**config.mk**
```make
export PLATFORM = sky130hd
export DESIGN_NAME = pipe_adc_aligner
export DESIGN_NICKNAME = d
export VERILOG_FILES = /design/src/rtl/pipe_adc_pkg.sv /design/src/rtl/pipe_adc_skew_line.sv /design/src/rtl/pipe_adc_merge.sv /design/src/rtl/pipe_adc_aligner.sv
export SDC_FILE = /design/constraint.sdc
export NUM_CORES = 1
export LEC_CHECK = 0
export BUFFER_PORTS_ARGS = -buffer_cell sky130_fd_sc_hd__clkbuf_2
export CORE_ASPECT_RATIO = 1.5
export CORE_MARGIN = 10
export CORE_UTILIZATION = 62
export CTS_CLUSTER_DIAMETER = 150
export CTS_CLUSTER_SIZE = 30
export DETAILED_ROUTE_END_ITERATION = 8
export PLACE_DENSITY = 0.84
export SKIP_LAST_GASP = 1
export SYNTH_ARGS = -nofsm -noshare
export SYNTH_HDL_FRONTEND = slang
export SYNTH_SLANG_ARGS = --single-unit
```
**constraint.sdc**
```tcl
create_clock -name clk -period 4.6 [get_ports clk]
set_clock_uncertainty 0.05 [all_clocks]
set_input_delay 0.46 -clock clk [delete_from_list [all_inputs] [get_ports clk]]
set_output_delay 0.46 -clock clk [all_outputs]
set_load 0.05 [all_outputs]
```
**src/rtl/pipe_adc_pkg.sv**
```systemverilog
package pipe_adc_pkg;

   localparam int NSTG = 4;

   // overlap offset: half a step on every stage after the first
   function automatic int overlap_offset(input int code_w);
      int acc;
      acc = 0;
      for (int i = 0; i < NSTG - 1; i++)
         acc = (acc << (code_w - 1)) + (1 << (code_w - 2));
      return acc;
   endfunction

endpackage

```
**src/rtl/pipe_adc_skew_line.sv**
```systemverilog
module pipe_adc_skew_line #(
   parameter int CODE_W = 4
) (
   input  logic                           clk,
   input  logic                           rst,
   input  logic                           half_ph,
   input  logic [CODE_W-1:0]              code_s1,
   input  logic [CODE_W-1:0]              code_s2,
   input  logic [CODE_W-1:0]              code_s3,
   input  logic [CODE_W-1:0]              code_s4,
   output logic [pipe_adc_pkg::NSTG*CODE_W-1:0] al_codes,
   output logic                           al_vld
);
   logic [CODE_W-1:0] hold1, hold3, lag1, lag2;
   logic              hold_seen, lag_vld;

   // low half-period: stages 1 and 3 are captured
   always_ff @(posedge clk) begin
      if (rst) begin
         hold1     <= '0;
         hold3     <= '0;
         hold_seen <= 1'b0;
      end else if (!half_ph) begin
         hold1     <= code_s1;
         hold3     <= code_s3;
         hold_seen <= 1'b1;
      end
   end

   // sample edge: stages 2 and 4 are captured and one sample is aligned
   always_ff @(posedge clk) begin
      if (rst) begin
         lag1     <= '0;
         lag2     <= '0;
         lag_vld  <= 1'b0;
         al_codes <= '0;
         al_vld   <= 1'b0;
      end else if (half_ph) begin
         lag1     <= hold1;
         lag2     <= code_s2;
         lag_vld  <= hold_seen;
         al_codes <= {lag1, lag2, hold3, code_s4};
         al_vld   <= lag_vld;
      end
   end
endmodule

```
**src/rtl/pipe_adc_merge.sv**
```systemverilog
module pipe_adc_merge #(
   parameter int CODE_W = 4,
   parameter int OUT_W  = 12,
   parameter int OFFSET = 292
) (
   input  logic [pipe_adc_pkg::NSTG*CODE_W-1:0] al_codes,
   output logic [OUT_W-1:0]                     word
);
   localparam int NSTG  = pipe_adc_pkg::NSTG;
   localparam int STEP  = CODE_W - 1;
   localparam int SUM_W = OUT_W + 2;
   localparam logic [SUM_W-1:0] OFF_V = SUM_W'(OFFSET);
   localparam logic [SUM_W-1:0] MAX_V = SUM_W'((1 << OUT_W) - 1);

   logic [SUM_W-1:0] term [NSTG];
   logic [SUM_W-1:0] raw, diff;

   // stage gi = 0 is stage 1, at the top of the packed vector
   for (genvar gi = 0; gi < NSTG; gi++) begin : g_term
      assign term[gi] = {{(SUM_W-CODE_W){1'b0}}, al_codes[(NSTG-1-gi)*CODE_W +: CODE_W]}
                        << (STEP * (NSTG - 1 - gi));
   end

   always_comb begin
      raw = '0;
      for (int i = 0; i < NSTG; i++)
         raw = raw + term[i];
      diff = raw - OFF_V;
      if (raw < OFF_V)
         word = '0;
      else if (diff > MAX_V)
         word = MAX_V[OUT_W-1:0];
      else
         word = diff[OUT_W-1:0];
   end
endmodule

```
**src/rtl/pipe_adc_aligner.sv**
```systemverilog
module pipe_adc_aligner #(
   parameter int CODE_W = 4,
   parameter int OUT_W  = 12,
   parameter int OFFSET = pipe_adc_pkg::overlap_offset(CODE_W)
) (
   input  logic              clk,
   input  logic              rst,
   input  logic              half_ph,
   input  logic [CODE_W-1:0] code_s1,
   input  logic [CODE_W-1:0] code_s2,
   input  logic [CODE_W-1:0] code_s3,
   input  logic [CODE_W-1:0] code_s4,
   output logic [OUT_W-1:0]  word_o,
   output logic              word_vld
);
   localparam int NSTG = pipe_adc_pkg::NSTG;

   if (CODE_W < 2) begin : g_bad_code
      $error("CODE_W must be at least 2");
   end
   if (OUT_W != NSTG * (CODE_W - 1)) begin : g_bad_out
      $error("OUT_W must equal NSTG*(CODE_W-1)");
   end
   if (OFFSET < 0 || OFFSET >= (1 << OUT_W)) begin : g_bad_off
      $error("OFFSET out of range");
   end

   logic [NSTG*CODE_W-1:0] al_codes;
   logic                   al_vld;
   logic [OUT_W-1:0]       corr_word, mid_q;
   logic                   mid_vld;

   pipe_adc_skew_line #(.CODE_W(CODE_W)) u_skew (
      .clk      (clk),
      .rst      (rst),
      .half_ph  (half_ph),
      .code_s1  (code_s1),
      .code_s2  (code_s2),
      .code_s3  (code_s3),
      .code_s4  (code_s4),
      .al_codes (al_codes),
      .al_vld   (al_vld)
   );

   pipe_adc_merge #(.CODE_W(CODE_W), .OUT_W(OUT_W), .OFFSET(OFFSET)) u_merge (
      .al_codes (al_codes),
      .word     (corr_word)
   );

   // correction register, then output register, both on sample edges
   always_ff @(posedge clk) begin
      if (rst) begin
         mid_q    <= '0;
         mid_vld  <= 1'b0;
         word_o   <= '0;
         word_vld <= 1'b0;
      end else if (half_ph) begin
         mid_q    <= corr_word;
         mid_vld  <= al_vld;
         word_o   <= mid_q;
         word_vld <= mid_vld;
      end
   end
endmodule

```
==> results by group <==
Place
  – Buffers on Ports: 31
  – Gpl congestion: 0.832
  – Hpwl dp: 3690 µm

Global routing
  – GRT overflow: 0
  – Largest net degree at the start of global routing: 61
  – First-pass GRT wire length: 8690 µm
  – Gr usage total: 14.6%
  – Initial antenna violation count: 0
  – Vias in the first global route: 1997

Clock network
  – Clk_lat worst skew: 340 ps
  – CTS hold repair buffers: 0
  – Post_cts resized: 0
  – Sink Count: 61
  – H-tree lvl count: 3
  – CTS tree: yes
  – Post-CTS Setup Inserts: 0
  – Number of CTS-inserted buffers: 9
  – CTS Buffer Depth: 2
  – Clk pin slew, worst setup/hold paths: 60 ps
  – CTS Root Cell: clkbuf_8

Drt
  – Top sig layer: met4
  – Met1 wire length: 2220 µm
  – # DRC: 0
  – DR vias: 2142
  – DR WL met3: 227 µm
  – Initial DRC Count: 107
  – Vias/cell: 5.74
  – Wire per inst: 14.5 µm
  – DRT Pass-1 Iters: 4
  – Final ANT Viol Nets: 0
  – DRT Wirelength: 5400 µm
  – Routed wl met2: 2860 µm

Synth
  – Top cell type's share of synthesized area: 45.3%
  – Yosys reg bits: 61
  – Yosys top cell by area: dfxtp_1
  – Mapped Area: 2700 µm²
  – Synth area leaders: dfxtp_1 (45%), mux2i_1 (12%), nand2_1 (6.0%)
  – Synth warn: 0
  – Mapped Cells: 301
  – Yosys cell types: 40
  – FFs w/ async S/R, synth: 0%
  – Seq/Total Area, Yosys: 45.3%
  – Top FF cell, synth: dfxtp_1
  – Syn Area/Cell: 8.95 µm²
  – Syn nets: 326
  – Post-synth EDFFs: 0

Critical path
  – Critical path origin: u_skew.al_codes[3]
  – Crit path max fanout: 12
  – Worst r2r src: u_skew.al_codes[3]
  – Worst setup path class: register to register
  – R2r setup slk: 1460 ps
  – Worst endpoint required time: 4790 ps
  – Crit path DAT: 3330 ps
  – CP Launch Type: register
  – Critical Path End Type: register

Floorplanning
  – Die Footprint: 7440 µm²
  – Die Y: 101 µm
  – Core footprint: 4210 µm²
  – DIE WIDTH: 73.8 µm
  – Row cnt: 29
  – Initial core utilization: 64.0%
  – Top Ports: 32

Final layout
  – Most common cell after layout, fill and taps aside: dfxtp_1
  – Most frequent cells in the layout: dfxtp_1 (61), nand2_1 (43), nor2_1 (43), mux2i_1 (31), clkbuf_2 (31)
  – Antenna cells: 0
  – Final nets: 349
  – Layout cell share with drive strength beyond 1: 16.8%
  – Synth-to-Final Area Change: 11.5%

STA
  – Final setup viols: 0
  – Min Clock Period, post-route: 3140 ps
  – Max frequency: 319 MHz
  – Slew Limit Fails: 0
  – Period utilization: 68.2%
  – Total negative slack: 0 ps
  – Final Hold Vio Count: 0
  – RSZ-0062 raised after global routing: no
  – Rel. slew slack: 22.9%
  – Slew @ Worst Pin: 1160 ps

Run status
  – Outcome: complete, no violations

Job
  – Maximum capacitance violations: 0

Hold path
  – Hold WC Path Type: input pin to register
  – Min-delay src: code_s1[2]

Pwr
  – Net switching power: 0.258 mW
  – Peak VDD IR: 0.376 mV
  – Sw Ratio: 23.7%
  – Comb pwr share: 8.9%
  – Total Power: 1.09 mW
  – Clk pwr share: 39.8%
  – Power Dens Cells: 363 nW/µm²
  – Share of power burned in registers: 51.3%
  – LEAKAGE: 1.27 nW
  – Internal power: 0.833 mW
==> registers in the layout, summed over array words and instances, names as in the netlist <==
| name | count |
|---|---|
| u_skew.al_vld | 1 |
| u_skew.lag2 | 4 |
| u_skew.hold1 | 4 |
| word_vld | 1 |
| mid_q | 12 |
| word_o | 12 |
| u_skew.lag1 | 4 |
| u_skew.lag_vld | 1 |
| u_skew.hold_seen | 1 |
| mid_vld | 1 |
| u_skew.al_codes | 16 |
| u_skew.hold3 | 4 |
==> synthesized netlist by cell type (all sizes together) (3+ instances only) <==
master / count
dfxtp: 61
nand2: 43
nor2: 43
mux2i: 31
a21oi: 30
o21ai: 16
clkbuf: 12
buf: 8
ha: 6
inv: 6
xnor2: 6
xor2: 5
a31oi: 3
a41oi: 3
nand3: 3
o211ai: 3
o31ai: 3
==> power groups by stage <==
stage	registers (mW)	clock network, mW	logic (mW)
finish	0.560	0.434	0.0973
detailed placement	0.572	0	0.0977
global placement	0.571	0	0.0954
floorplan	0.573	0	0.0743
CTS	0.560	0.442	0.0979
global route	0.562	0.460	0.108
==> stage by stage <==
step	cells	instance area, µm²	hold WS, ps	utilization [%]	setup WS, ps
final	373	3010	305	71.4	1460
after global routing	373	3010	328	71.4	1200
after CTS	373	3010	297	71.4	1500
after detailed placement	359	2820	396	67.0	1520
after global placement	359	2820	387	67.0	1560
after floorplan	301	2700	377	-	2020
==> path summary, 6_finish.rpt <==
check,cells past startpoint,end
worst max register to register,9,mid_q[11]
worst max-delay path,9,mid_q[11]
worst min register to register,2,u_skew.lag1[2]
worst min-delay path,3,u_skew.hold1[2]
==> cell type report <==
| type | count | area, µm² |
|---|---|---|
| Clock buffer | 13 | 179 |
| Clock inverter | 1 | 5.00 |
| Fill cell | 351 | 1200 |
| Inverter | 6 | 22.5 |
| Multi-Input combinational cell | 214 | 1360 |
| Sequential cell | 61 | 1220 |
| Tap cell | 46 | 57.6 |
| Timing Repair Buffer | 32 | 163 |
==> metal layers <==
layer / up-vias / GRT usage (%)
li1: 1086 / -
met1: 1006 / 15.8
met2: 42 / 25.3
met3: 8 / 2.96
met4: 0 / 8.20
met5: - / 0
==> worst max-delay path, cell delays in order, from the launching register on <==
cell and delay [ps]:
dfxtp_1 310, ha_1 250, ha_1 270, a31o_2 310
and2_4 170, a311oi_2 330, nand2_1 150, a41oi_1 770
o21ai_0 220, a21oi_1 200
==> logic make-up after synthesis <==
family                   Yosys count  synth area share, %
AND/OR/NAND/NOR                   95                 14.1
AO/OA/AOI/OAI                     71                 17.1
flip-flops                        61                 45.3
multiplexers                      31                 11.5
buffers and inverters             26                 4.32
XOR/XNOR                          11                 4.83
adder cells (fa/ha/maj)            6                 2.79
(Power assumes the default switching activity.)
